## src/rtl/bitload_pkg.sv

```systemverilog
package bitload_pkg;
  typedef enum logic [1:0] {
    SEL_SRC_ADDR = 2'd0,
    SEL_DST_ADDR = 2'd1,
    SEL_SRC_LEN  = 2'd2,
    SEL_DST_LEN  = 2'd3
  } reg_sel_e;

  typedef enum logic [1:0] {
    ENG_IDLE  = 2'd0,
    ENG_FETCH = 2'd1,
    ENG_DRAIN = 2'd2
  } eng_state_e;
endpackage

```

## src/rtl/bitload_cmdq_stage.sv

```systemverilog
// Field staging and command validation
module bitload_cmdq_stage import bitload_pkg::*; #(
  parameter int ADDR_W = 32,
  parameter int DATA_W = 32,
  localparam int CMD_W = 1 + (ADDR_W - 3) + DATA_W
) (
  input  logic              clk,
  input  logic              rst,
  input  logic              wr_en,
  input  logic [1:0]        wr_sel,
  input  logic [DATA_W-1:0] wr_data,
  output logic              push_o,
  output logic [CMD_W-1:0]  cmd_o,
  output logic              fmt_err_o
);
  logic [ADDR_W-1:0] src_r, dst_r;
  logic [DATA_W-1:0] slen_r;
  logic              cmd_ok;

  // port-only destination, 8-byte aligned source, non-empty length
  always_comb
    cmd_ok = (src_r[2:1] == 2'b00) && (&dst_r) &&
             (wr_data == '0) && (slen_r != '0);

  always_ff @(posedge clk) begin
    if (rst) begin
      src_r     <= '0;
      dst_r     <= '0;
      slen_r    <= '0;
      push_o    <= 1'b0;
      fmt_err_o <= 1'b0;
      cmd_o     <= '0;
    end else begin
      push_o    <= 1'b0;
      fmt_err_o <= 1'b0;
      if (wr_en) begin
        case (reg_sel_e'(wr_sel))
          SEL_SRC_ADDR: src_r  <= wr_data[ADDR_W-1:0];
          SEL_DST_ADDR: dst_r  <= wr_data[ADDR_W-1:0];
          SEL_SRC_LEN:  slen_r <= wr_data;
          SEL_DST_LEN: begin
            cmd_o <= {src_r[0], src_r[ADDR_W-1:3], slen_r};
            if (cmd_ok) push_o    <= 1'b1;
            else        fmt_err_o <= 1'b1;
          end
        endcase
      end
    end
  end
endmodule

```

## src/rtl/bitload_cmdq_fifo.sv

```systemverilog
// Command queue with registered flags
module bitload_cmdq_fifo #(
  parameter int WIDTH = 64,
  parameter int DEPTH = 4,
  localparam int PTR_W = (DEPTH > 1) ? $clog2(DEPTH) : 1,
  localparam int CNT_W = $clog2(DEPTH + 1)
) (
  input  logic             clk,
  input  logic             rst,
  input  logic             push,
  input  logic [WIDTH-1:0] push_data,
  input  logic             pop,
  output logic [WIDTH-1:0] pop_data,
  output logic             full_o,
  output logic             empty_o,
  output logic             ovf_o
);
  logic [WIDTH-1:0] mem [DEPTH];
  logic [PTR_W-1:0] wr_ptr, rd_ptr;
  logic [CNT_W-1:0] cnt_q, cnt_nxt;
  logic             do_push, do_pop;

  function automatic logic [PTR_W-1:0] ptr_inc(input logic [PTR_W-1:0] p);
    return (p == PTR_W'(DEPTH - 1)) ? '0 : p + 1'b1;
  endfunction

  assign do_push  = push && !full_o;
  assign do_pop   = pop && !empty_o;
  assign pop_data = mem[rd_ptr];

  always_comb begin
    cnt_nxt = cnt_q;
    if (do_push && !do_pop)      cnt_nxt = cnt_q + 1'b1;
    else if (!do_push && do_pop) cnt_nxt = cnt_q - 1'b1;
  end

  // storage has no reset so it can map onto RAM
  always_ff @(posedge clk)
    if (do_push) mem[wr_ptr] <= push_data;

  always_ff @(posedge clk) begin
    if (rst) begin
      wr_ptr  <= '0;
      rd_ptr  <= '0;
      cnt_q   <= '0;
      full_o  <= 1'b0;
      empty_o <= 1'b1;
      ovf_o   <= 1'b0;
    end else begin
      if (do_push) wr_ptr <= ptr_inc(wr_ptr);
      if (do_pop)  rd_ptr <= ptr_inc(rd_ptr);
      cnt_q   <= cnt_nxt;
      full_o  <= (cnt_nxt == CNT_W'(DEPTH));
      empty_o <= (cnt_nxt == '0);
      ovf_o   <= push && full_o;
    end
  end
endmodule

```

## src/rtl/bitload_cmdq_engine.sv

```systemverilog
// Read engine: one outstanding read, one output word slot
module bitload_cmdq_engine import bitload_pkg::*; #(
  parameter int ADDR_W = 32,
  parameter int DATA_W = 32,
  localparam int BASE_W = ADDR_W - 3,
  localparam int CMD_W  = 1 + BASE_W + DATA_W
) (
  input  logic              clk,
  input  logic              rst,
  input  logic              halted,
  input  logic              cmd_avail,
  input  logic [CMD_W-1:0]  cmd_data,
  output logic              cmd_pop,
  output logic              mem_rd_req,
  output logic [ADDR_W-1:0] mem_rd_addr,
  input  logic              mem_rd_ack,
  input  logic              mem_rd_vld,
  input  logic [DATA_W-1:0] mem_rd_data,
  output logic              word_valid,
  output logic [DATA_W-1:0] word_data,
  input  logic              word_ready,
  output logic              dma_done,
  output logic              drain_done
);
  eng_state_e        state;
  logic [DATA_W-1:0] req_left, rsp_left;
  logic              last_q, wait_q;
  logic              c_last;
  logic [BASE_W-1:0] c_base;
  logic [DATA_W-1:0] c_len;

  assign c_last  = cmd_data[CMD_W-1];
  assign c_base  = cmd_data[DATA_W +: BASE_W];
  assign c_len   = cmd_data[DATA_W-1:0];
  assign cmd_pop = (state == ENG_IDLE) && cmd_avail && !halted;

  always_ff @(posedge clk) begin
    if (rst) begin
      state       <= ENG_IDLE;
      req_left    <= '0;
      rsp_left    <= '0;
      last_q      <= 1'b0;
      wait_q      <= 1'b0;
      mem_rd_req  <= 1'b0;
      mem_rd_addr <= '0;
      word_valid  <= 1'b0;
      word_data   <= '0;
      dma_done    <= 1'b0;
      drain_done  <= 1'b0;
    end else begin
      dma_done   <= 1'b0;
      drain_done <= 1'b0;
      if (word_valid && word_ready) word_valid <= 1'b0;
      case (state)
        ENG_IDLE: begin
          if (cmd_pop) begin
            mem_rd_addr <= {c_base, 3'b000};
            req_left    <= c_len;
            rsp_left    <= c_len;
            last_q      <= c_last;
            state       <= ENG_FETCH;
          end
        end
        ENG_FETCH: begin
          if (mem_rd_req) begin
            if (mem_rd_ack) begin
              mem_rd_req  <= 1'b0;
              wait_q      <= 1'b1;
              mem_rd_addr <= mem_rd_addr + ADDR_W'(4);
              req_left    <= req_left - 1'b1;
            end
          end else if (!wait_q && !word_valid && req_left != '0) begin
            mem_rd_req <= 1'b1;
          end
          if (wait_q && mem_rd_vld) begin
            word_valid <= 1'b1;
            word_data  <= mem_rd_data;
            wait_q     <= 1'b0;
            rsp_left   <= rsp_left - 1'b1;
            if (rsp_left == DATA_W'(1)) begin
              if (last_q) state <= ENG_DRAIN;
              else begin
                dma_done <= 1'b1;
                state    <= ENG_IDLE;
              end
            end
          end
        end
        ENG_DRAIN: begin
          if (word_valid && word_ready) begin
            drain_done <= 1'b1;
            state      <= ENG_IDLE;
          end
        end
        default: state <= ENG_IDLE;
      endcase
    end
  end
endmodule

```

## src/rtl/bitload_cmdq.sv

```systemverilog
module bitload_cmdq import bitload_pkg::*; #(
  parameter int ADDR_W = 32,
  parameter int DATA_W = 32,
  parameter int DEPTH  = 4
) (
  input  logic              clk,
  input  logic              rst,
  input  logic              reg_wr_en,
  input  logic [1:0]        reg_wr_sel,
  input  logic [DATA_W-1:0] reg_wr_data,
  output logic [DATA_W-1:0] status_o,
  output logic              halted_o,
  output logic              evt_dma_done,
  output logic              evt_drain_done,
  output logic              evt_ovf_err,
  output logic              evt_fmt_err,
  output logic              mem_rd_req,
  output logic [ADDR_W-1:0] mem_rd_addr,
  input  logic              mem_rd_ack,
  input  logic              mem_rd_vld,
  input  logic [DATA_W-1:0] mem_rd_data,
  output logic              cfg_valid,
  output logic [DATA_W-1:0] cfg_data,
  input  logic              cfg_ready
);
  localparam int CMD_W = 1 + (ADDR_W - 3) + DATA_W;

  logic             st_push, q_full, q_empty, q_pop;
  logic [CMD_W-1:0] st_cmd, q_cmd;

  bitload_cmdq_stage #(.ADDR_W(ADDR_W), .DATA_W(DATA_W)) u_stage (
    .clk(clk), .rst(rst), .wr_en(reg_wr_en), .wr_sel(reg_wr_sel),
    .wr_data(reg_wr_data), .push_o(st_push), .cmd_o(st_cmd),
    .fmt_err_o(evt_fmt_err));

  bitload_cmdq_fifo #(.WIDTH(CMD_W), .DEPTH(DEPTH)) u_fifo (
    .clk(clk), .rst(rst), .push(st_push), .push_data(st_cmd),
    .pop(q_pop), .pop_data(q_cmd), .full_o(q_full), .empty_o(q_empty),
    .ovf_o(evt_ovf_err));

  bitload_cmdq_engine #(.ADDR_W(ADDR_W), .DATA_W(DATA_W)) u_engine (
    .clk(clk), .rst(rst), .halted(halted_o), .cmd_avail(!q_empty),
    .cmd_data(q_cmd), .cmd_pop(q_pop), .mem_rd_req(mem_rd_req),
    .mem_rd_addr(mem_rd_addr), .mem_rd_ack(mem_rd_ack),
    .mem_rd_vld(mem_rd_vld), .mem_rd_data(mem_rd_data),
    .word_valid(cfg_valid), .word_data(cfg_data), .word_ready(cfg_ready),
    .dma_done(evt_dma_done), .drain_done(evt_drain_done));

  // sticky halt on any error
  always_ff @(posedge clk) begin
    if (rst) halted_o <= 1'b0;
    else if (evt_ovf_err || evt_fmt_err) halted_o <= 1'b1;
  end

  // flags come straight from registers
  always_comb begin
    status_o           = '0;
    status_o[DATA_W-1] = q_full;
    status_o[DATA_W-2] = q_empty;
  end
endmodule

```

## config.mk

```make
export PLATFORM = sky130hd
export DESIGN_NAME = bitload_cmdq
export DESIGN_NICKNAME = d
export VERILOG_FILES = /design/src/rtl/bitload_pkg.sv /design/src/rtl/bitload_cmdq_stage.sv /design/src/rtl/bitload_cmdq_fifo.sv /design/src/rtl/bitload_cmdq_engine.sv /design/src/rtl/bitload_cmdq.sv
export SDC_FILE = /design/constraint.sdc
export NUM_CORES = 1
export LEC_CHECK = 0
export ABC_AREA = 0
export BUFFER_PORTS_ARGS = -buffer_cell sky130_fd_sc_hd__buf_2
export CORE_ASPECT_RATIO = 0.9
export CORE_UTILIZATION = 27
export CTS_CLUSTER_DIAMETER = 200
export DETAILED_ROUTE_END_ITERATION = 10
export PLACE_DENSITY = 0.44
export RECOVER_POWER = 50
export SLEW_MARGIN = 20
export SYNTH_ARGS = -nofsm -noshare
export SYNTH_HDL_FRONTEND = slang
export SYNTH_SLANG_ARGS = --single-unit
export TNS_END_PERCENT = 50
```

## constraint.sdc

```tcl
create_clock -name clk -period 3.56 [get_ports clk]
set_clock_uncertainty 0.05 [all_clocks]
set_input_delay 0.89 -clock clk [delete_from_list [all_inputs] [get_ports clk]]
set_output_delay 0.89 -clock clk [all_outputs]
set_load 0.02 [all_outputs]
```

### Word-level counts from Yosys, hierarchy flattened

Memory sizes are Yosys's and may differ from the RTL's. A register that Yosys moved wholly into a read port is not among the register bits.
Cells that the tools add are included.

| cells by class | value |
|---|---|
| add/sub/neg operators | 7 |
| equality and inequality tests | 15 |
| muxes and demuxes | 37 |
| bitwise logic cells | 6 |
| reductions and logical operators | 46 |

Operator list:

| kind | count |
|---|---|
| 32-bit 2-to-1 mux | 7 |
| 32-bit one-hot mux with 2 select lines | 3 |
| 32-bit nonzero test | 2 |
| 32-bit by 1-bit subtractor with 32-bit output, second input constant | 2 |
| 32-bit by 3-bit adder with 32-bit output, second input constant | 1 |
| 32-bit by 1-bit equality test with 1-bit output, second input constant | 1 |
| 32-bit logical NOT | 1 |
| 32-bit AND reduction | 1 |
| 2-bit 2-to-1 mux | 9 |
| 1-bit 2-to-1 mux | 15 |
| 1-bit logical AND | 14 |
| 2-bit AND reduction | 6 |
| 2-bit equality test, second input constant | 5 |
| 2-bit by 1-bit inequality test with 1-bit output, second input constant | 4 |
| 4-bit AND reduction | 2 |
| 1-bit logical NOT | 7 |
| 2-bit logical NOT | 3 |
| 3-bit 2-to-1 mux | 2 |
| 1-bit inverter | 6 |
| 2-bit one-hot mux with 3 select lines | 1 |
| 3-bit AND reduction | 2 |
| 2-bit nonzero test | 3 |
| 2-bit by 1-bit adder with 2-bit output, second input constant | 2 |
| 2-bit by 1-bit equality test with 1-bit output, second input constant | 2 |
| other kinds (9) | 10 |

| word-level totals | value |
|---|---|
| register bits | 307 |
| memory bits (writable) | 248 |
| input port bits | 72 |
| output and inout port bits | 103 |
| word-level logic and storage cells | 136 |
| memories kept | 1 |

Memories:

| name | depth | width | rd ports | clocked after Yosys merged registers in | wr ports | RTL line | text |
|---|---|---|---|---|---|---|---|
| u_fifo.mem | 4 | 62 | 1 | 1 | 1 | bitload_cmdq_fifo.sv:18 | `logic [WIDTH-1:0] mem [DEPTH];` |

### Logic depth before layout (Yosys ltp)

Gate-level depths: netlist of run 1.

| depth | value |
|---|---|
| word-level depth | 8 |
| depth in mapped cells | 9 |
| gate-level depth less buffers | 7 |

### By module

From an unflattened synthesis of run 1, not the netlist that was laid out.

| second synthesis, totals | value |
|---|---|
| cell total of the unflattened synthesis | 2116 |
| area total of the unflattened synthesis | 22798.1 um^2 |

By module, submodules not included:

| module | instances | cells an instance | area each (um^2) | seq. area each (um^2) |
|---|---|---|---|---|
| bitload_cmdq_fifo | 1 | 400 | 9605.5 | 7687.4 |
| bitload_cmdq_engine | 1 | 947 | 7204.4 | 2682.6 |
| bitload_cmdq_stage | 1 | 732 | 5711.7 | 3203.1 |
| bitload_cmdq | 1 | 37 | 276.5 | 20.0 |

### Worst setup path before layout of run 1

No wires, ideal clock.

| timing | value |
|---|---|
| path kind | register to register |
| start point | register u_stage.push_o |
| end point | memory u_fifo.mem[1][0] (netlist name), enable pin |
| library setup time | 426 ps |
| data arrival time | 2136 ps |
| data required time | 3084 ps |
| slack | 947 ps |
| stages on the path, launching flop included | 3 |
| path buffers | 0 |
| clock period less this slack | 2613 ps |
| path through | dfxtp_1 nor2b_1 and2_1 |

| between the ends | value |
|---|---|
| cells in the longest elaborated chain, start to end | 3 |

Ends and longest elaborated chain:

| element | RTL line | text |
|---|---|---|
| start, declared | bitload_cmdq_stage.sv:12 | `output logic push_o,` |
| start signal, assigned | bitload_cmdq_stage.sv:30 | `push_o <= 1'b0;` |
| start signal, assigned | bitload_cmdq_stage.sv:34 | `push_o <= 1'b0;` |
| start signal, assigned | bitload_cmdq_stage.sv:43 | `if (cmd_ok) push_o <= 1'b1;` |
| 1-bit logical AND | bitload_cmdq_fifo.sv:27 | `assign do_push = push && !full_o;` |
| 1-bit 2-to-1 mux | bitload_cmdq_fifo.sv:39 | `if (do_push) mem[wr_ptr] <= push_data;` |
| 1-bit 2-to-1 mux (not written as such) | bitload_cmdq_fifo.sv:39 |  |
| end, declared | bitload_cmdq_fifo.sv:18 |  |

No other way between the ends.

### Worst setup path after layout of run 1

| timing | value |
|---|---|
| start point | register u_engine.req_left[0] |
| end point | register u_engine.req_left[30] |

| between the ends | value |
|---|---|
| cells in the longest elaborated chain, start to end | 4 |

Ends and longest elaborated chain:

| element | RTL line | text |
|---|---|---|
| start, declared | bitload_cmdq_engine.sv:26 | `logic [DATA_W-1:0] req_left, rsp_left;` |
| start signal, assigned | bitload_cmdq_engine.sv:58 | `req_left <= c_len;` |
| start signal, assigned | bitload_cmdq_engine.sv:70 | `req_left <= req_left - 1'b1;` |
| 32-bit by 1-bit subtractor with 32-bit output | bitload_cmdq_engine.sv:70 |  |
| 32-bit 2-to-1 mux | bitload_cmdq_engine.sv:66 | `if (mem_rd_ack) begin` |
| 32-bit 2-to-1 mux | bitload_cmdq_engine.sv:65 | `if (mem_rd_req) begin` |
| 32-bit one-hot mux with 2 select lines | bitload_cmdq_engine.sv:54 | `case (state)` |

No other way between the ends. The select of a mux whose other input is x is not followed.
A chain may end at the register's enable or synchronous reset.

==> results of run 1 <==
==> logic make-up after synthesis <==
kind of cell	Yosys count	synth area share (%)
buffers and inverters	193	3.84
DFF	555	60.4
other	1	0.0167
xor gates and xnor gates	1	0.0389
adders and majority gates	11	0.612
AOI/OAI and AO/OA	474	12.5
muxes	72	6.67
and+or+nand+nor	797	16.0
==> where the power goes <==
part | internal, mW | switching (mW) | leakage [nW]
combinational | 1.37 | 2.50 | 3.02
clock | 3.27 | 2.57 | 0.880
sequential | 6.88 | 0.349 | 5.34
==> area by class of cell <==
cell class / count / area (um2) / area share, %
sequential: 555 / 13600 / 52.0
tap: 1071 / 1340 / 5.12
clock inverter: 25 / 220 / 0.842
clock buffer: 81 / 1600 / 6.10
multi-input combinational: 1387 / 8210 / 31.4
inverter: 19 / 71.3 / 0.273
timing repair buffer: 188 / 1120 / 4.28
==> final timing paths <==
check             cells past startpoint                      to                    from
setup / recovery                      7   u_engine.req_left[30]    u_engine.req_left[0]
hold / removal                        2  u_engine.word_data[18]  u_engine.word_data[18]
hold reg to reg                       2  u_engine.word_data[18]  u_engine.word_data[18]
setup reg to reg                      7   u_engine.req_left[30]    u_engine.req_left[0]
==> sequential cells by signal, indices dropped and copies added (netlist names), 2 cells and up, named ones only <==
| name | flops |
|---|---|
| u_stage.cmd_o | 62 |
| u_stage.slen_r | 32 |
| u_engine.state | 2 |
| u_engine.mem_rd_addr | 30 |
| u_fifo.mem | 248 |
| u_engine.word_data | 32 |
| u_stage.dst_r | 32 |
| u_fifo.cnt_q | 3 |
| u_fifo.wr_ptr | 2 |
| u_engine.rsp_left | 32 |
| u_engine.req_left | 32 |
| u_fifo.rd_ptr | 2 |
| u_stage.src_r | 32 |
==> per-layer routing <==
layer | part of all wire [%] | wire [um]
met1 | 51 | 33700
met3 | 4.4 | 2920
met4 | 1.9 | 1250
met2 | 43 | 28000
met5 | 0.018 | 12
==> worst max-delay path, delay by kind of cell (launching register included) <==
| family | cells | cell delay [ns] |
|---|---|---|
| adder cells (fa/ha/maj) | 1 | 0.20 |
| AND/OR/NAND/NOR | 3 | 1.61 |
| buffers and inverters | 1 | 0.07 |
| AO/OA/AOI/OAI | 2 | 0.46 |
| flip-flops | 1 | 0.34 |
==> stage by stage <==
stage / setup WS [ns] / instances / total power, mW
floorplan: 0.947 / 2135 / 10.0
global placement: 0.695 / 3220 / 11.2
detailed placement: 0.650 / 3220 / 11.2
CTS: 0.718 / 3326 / 17.1
global route: 0.561 / 3326 / 17.8
finish: 0.701 / 3326 / 16.9
==> cells in the final DEF (no fill, tap or decap), drive strengths merged, types with 16 or more instances in the layout <==
| cell | synthesis | layout |
|---|---|---|
| edfxtp | 248 | 248 |
| or3 | 24 | 24 |
| or4 | 22 | 22 |
| mux4 | 62 | 62 |
| a22oi | 17 | 17 |
| nor2 | 81 | 81 |
| nor3 | 33 | 33 |
| o21ai | 68 | 68 |
| conb | 1 | 32 |
| a31oi | 20 | 20 |
| nand3 | 36 | 36 |
| nand2 | 479 | 479 |
| buf | 48 | 164 |
| inv | 19 | 21 |
| nand4 | 23 | 23 |
| nor4 | 34 | 34 |
| a21oi | 259 | 259 |
| clkinv | 0 | 16 |
| dfxtp | 307 | 307 |
| clkbuf | 126 | 105 |
==> cells in the mapped netlist, types with 7 or more instances <==
cell type,count
nand2_1,479
dfxtp_1,307
a21oi_1,259
edfxtp_1,248
clkbuf_1,126
nor2_1,81
o21ai_0,68
mux4_2,62
nand3_1,36
buf_4,34
nor4_1,34
nor3_1,32
nand4_1,23
or3_1,23
a31oi_1,20
or4_1,20
inv_1,19
a22oi_1,17
and2_1,14
ha_1,11
a211oi_1,10
a32o_1,10
and3_1,10
buf_1,10
o22ai_1,10
a21o_1,8
nand2b_1,8
o31ai_1,8
or2_2,8
mux2i_1,7
o211ai_1,7
==> impl_metrics.yaml, run 1 <==
outcome:
  outcome: "finished, violations left"
  violations: "max-capacitance violations, max-slew violations"
critical_path:
  reg2reg_slack_ns: 0.70
  cp_data_required_time_ns: 3.99
  critPathMaxStageDelay_ns: 0.65
  crit_type: "reg -> reg"
  path_cells: "inv_1, ha_1, or4b_1, or4_1, or2_1, o311ai_0, a31oi_1"
  arrival_ns: 3.29
  endpoint_kind: "flop"
  cp-start-kind: "flop"
  cp_slowest_cell: "or4_1"
  critical_path_peak_fanout: 9
clock_network:
  insertion_delay_ns: 0.63
  clock_sinks: 555
  root_buffer: "clkbuf_16"
  cts_max_level: 2
  cts-resized-gates: 0
  cts_tree: "done"
  ctsHoldBuffers: 0
  cts_setup_buffers: 0
  numCtsBuffers: 56
  clk_transition_reported_paths_ns: 0.06
  clockBufferDepth: 3
yosys:
  synthesis.area_um2: 22500
  ys.flop_type: "dfxtp_1"
  synth-seq-cells: 555
  async_flop_share_pct: 0
  yosys_warnings: 0
  ys_seq_area_share_pct: 60.4
  post-synth-top-area-cell: "edfxtp_1"
  yosysTopAreaCellShare_pct: 33.1
  synthCells: 2104
  synth_cell_types: 74
  syn_area_per_cell_um2: 10.7
  netlist_top_cells_area: "edfxtp_1, dfxtp_1, nand2_1"
  synth_edf_count: 248
global_route:
  grt_pass1_wl_mm: 98.0
  use_met1_pct: 23.0
  grt_max_degree: 161
  grt-busiest-layer: "met1"
  grt_use_met3_pct: 2.27
  grtUsageMet2_pct: 22.2
  track_usage_pct: 15.1
  gr-total-overflow: 0
  grt_pass1_vias: 15600
  antenna_found_initial: 2
placed_design:
  gp_congestion: 0.840
  placed_cell_area_um2: 24400
  port_buffers: 142
  dp_hpwl_mm: 43.9
cells_and_area:
  drive_above_1_share_pct: 15.7
  nets: 2290
  antenna_cells: 0
  fillCellCount: 8490
  syn_to_final_growth_pct: 16.2
  design_area_um2: 26200
  final_util_pct: 31.7
floorplan:
  core_area_um2: 82600
  die_y_um: 276
  chipWidth_um: 306
  die_area_um2: 84500
  start_util_pct: 27.2
  io_pins: 175
  fp-row-count: 100
drt:
  drc: 0
  routed_wirelength_mm: 65.9
  vias: 16500
  viasPerCell: 4.95
  wl_per_cell_um: 19.8
  detail_route.first_pass.iterations: 5
  ant_nets: 0
  drtIter0Drc: 1416
sta:
  worst-slew-pin-transition_ns: 2.00
  fin_tns_setup_ns: 0
  hold_slack_ns: 0.401
  rsz0062_at_grt: "no"
  fin_crit_sh_pct: 80.3
  setup_violations: 0
  hold_violations: 0
  final_max_slew_viol_count: 161
  relSlewSlack_pct: -33.4
  fin_crit_ns: 2.86
  timing.fmax_ghz: 0.350
pwr:
  vdd_ir_drop_max_mv: 0.386
  pwr_density_cell_nw_per_um2: 648
  leakage_nw: 9.23
run:
  cap_violations: 1
hold_path:
  hp-class: "reg -> reg"
Power figures use the tool's default switching activity.
==> inputs of run 2 (changes only) <==
==> constraint.sdc (replaced) <==
create_clock -name clk -period 2.73 [get_ports clk]
set_clock_uncertainty 0.05 [all_clocks]
set_input_delay 0.6825 -clock clk [delete_from_list [all_inputs] [get_ports clk]]
set_output_delay 0.6825 -clock clk [all_outputs]
set_load 0.02 [all_outputs]
==> run 2 against run 1 <==
The run now ends clean. Critical endpoint unchanged. Critical path type unchanged. Clock power increased by 35%. Routed wire length up 1.4%. Highest routed layer is now met4. Global-route usage increased by 0.22 points. Largest power group unchanged. Sequential power rose by 30%. Combinational power up 42%.
==> impl_metrics.yaml, run 2 (synthesized netlist as in run 1, its figures left out) <==
drt:
  met1Wirelength_mm: 34.1
  dr_wl_met2_mm: 28.2
  ant_nets: 0
  detail_route.first_pass.iterations: 7
  drtIter0Drc: 1436
  routed_wirelength_mm: 66.9
  drc: 0
  highest_layer: "met4"
  viasPerCell: 4.99
  wl_per_cell_um: 19.9
  vias: 16800
  wl_met3_mm: 3.60
sta:
  worst_slack_ns: 0.112
  timing.fmax_ghz: 0.382
  fin_tns_setup_ns: 0
  final_max_slew_viol_count: 0
  relSlewSlack_pct: 14.3
  fin_crit_sh_pct: 95.9
  hold_violations: 0
  fin_crit_ns: 2.62
  rsz0062_at_grt: "no"
  setup_violations: 0
  worst-slew-pin-transition_ns: 1.29
placed_design:
  port_buffers: 142
  dp_hpwl_mm: 45.9
  pre_cts_slack_ns: 0.0842
  gp_congestion: 0.872
global_route:
  grt_pass1_vias: 15800
  antenna_found_initial: 0
  gr-total-overflow: 0
  grt_max_degree: 80
  grt_pass1_wl_mm: 99.9
  track_usage_pct: 15.3
floorplan:
  io_pins: 175
  core_area_um2: 82600
  die_area_um2: 84500
  chipWidth_um: 306
  start_util_pct: 27.2
  die_y_um: 276
  fp-row-count: 100
cells_and_area:
  largest_register_ffs: 248
  largest-register: "u_fifo.mem"
  syn_to_final_growth_pct: 18.2
  drive_above_1_share_pct: 16.9
  fillCellCount: 8508
  layout_commonest_cell: "nand2_1"
  nets: 2327
  mostFrequentLayoutCells: "nand2_1, dfxtp_1, a21oi_1, edfxtp_1, buf_2"
  reg_top3: "u_fifo.mem x248, u_stage.cmd_o x62"
critical_path:
  critical_path_peak_fanout: 5
  crit_buf_inv: 1
  cp-start-kind: "flop"
  path_cells: "inv_1, ha_1, or4b_1, or4_1, or2_4, or3_1, a31oi_1"
  arrival_ns: 3.11
  crit_type: "reg -> reg"
  cp_slowest_cell: "or4_1"
  critical_path_cell_count: 7
  reg2reg_slack_ns: 0.11
  critPathTopFamily: "simple AND/OR/NAND/NOR gates"
  cp_data_required_time_ns: 3.23
  reg2reg_from: "u_engine.req_left[1]"
  regToRegEndpoint: "u_engine.req_left[30]"
  endpoint_kind: "flop"
  critPathMaxStageDelay_ns: 0.56
  r2r_cells: 7
hold_path:
  hp-start: "mem_rd_data[19]"
  hp-class: "in -> reg"
  hold_end: "u_engine.word_data[19]"
  min_path_cells: 3
clock_network:
  clockBufferDepth: 3
  insertion_delay_ns: 0.62
  cts_max_level: 2
  clock_sinks: 555
  cts_tree: "done"
  ctsHoldBuffers: 0
  clk_transition_reported_paths_ns: 0.07
  root_buffer: "clkbuf_16"
  numCtsBuffers: 56
pwr:
  pwr_density_cell_nw_per_um2: 858
  vdd_ir_drop_max_mv: 0.475
  leakage_nw: 9.47
outcome:
  outcome: "complete, no violations"
run:
  cap_violations: 0
## run 2: cell types whose count changed in the layout (fill, tap and decap cells not counted), sizes merged
cell	previous run	this run
diode	0	1
bufinv	2	8
clkinv	16	13
clkbuf	105	102
buf	164	199
## run 2: worst reg2reg max path: cells and delay by family, from the launching register on
| kind | cells | cell delay [ns] |
|---|---|---|
| compound gates | 1 | 0.17 |
| fa+ha+maj | 1 | 0.22 |
| buf+inv | 1 | 0.08 |
| flops | 1 | 0.33 |
| simple gates | 4 | 1.71 |
## run 2: report_power, final
group | switching (mW) | leakage (nW) | internal (mW) | total (mW)
registers | 0.417 | 5.34 | 8.97 | 9.39
clock network | 3.32 | 0.891 | 4.60 | 7.92
logic | 3.39 | 3.24 | 2.12 | 5.51
## run 2: final cells by class
type / instances / area (um2) / area share [%]
clock inverters: 28 / 378 / 1.42
inverters: 19 / 71.3 / 0.268
multi-input cells: 1387 / 8220 / 30.9
diodes: 1 / 2.50 / 0.00941
clock buffers: 76 / 1490 / 5.60
well taps: 1071 / 1340 / 5.04
repair buffers: 225 / 1500 / 5.62
flip-flops and latches: 555 / 13600 / 51.1
## run 2: timing repair
item	in CTS	in global routing
resized for setup	0	4
setup endpoints to repair	0	4
buffers inserted	0	0
## run 2: worst max path at each step
stage	start	endpoint
floorplan	u_stage.push_o	u_fifo.mem[1][0]
global placement	u_engine.req_left[1]	u_engine.req_left[30]
detailed placement	u_engine.rsp_left[0]	u_engine.rsp_left[30]
CTS	u_engine.rsp_left[0]	u_engine.rsp_left[30]
global route	u_engine.req_left[1]	u_engine.req_left[30]
finish	u_engine.req_left[1]	u_engine.req_left[30]
## run 2: metrics by stage
step / hold slack (ns) / area [um2] / instances / util (%) / power [mW]
3_5_place_dp: 0.394 / 24800 / 3257 / 30.0 / 15.0
2_1_floorplan: 0.367 / 22600 / 2135 / - / 13.1
4_1_cts: 0.209 / 26600 / 3361 / 32.3 / 23.0
5_1_grt: 0.213 / 26600 / 3361 / 32.2 / 23.9
3_3_place_gp: 0.388 / 24800 / 3257 / 30.0 / 15.0
6_report: 0.241 / 26600 / 3362 / 32.2 / 22.8
## run 2: layer usage
metal	GRT usage [%]	vias up
met5	0	-
met4	3.18	0
met3	2.33	76
met2	22.2	445
met1	23.8	8338
li1	-	7908
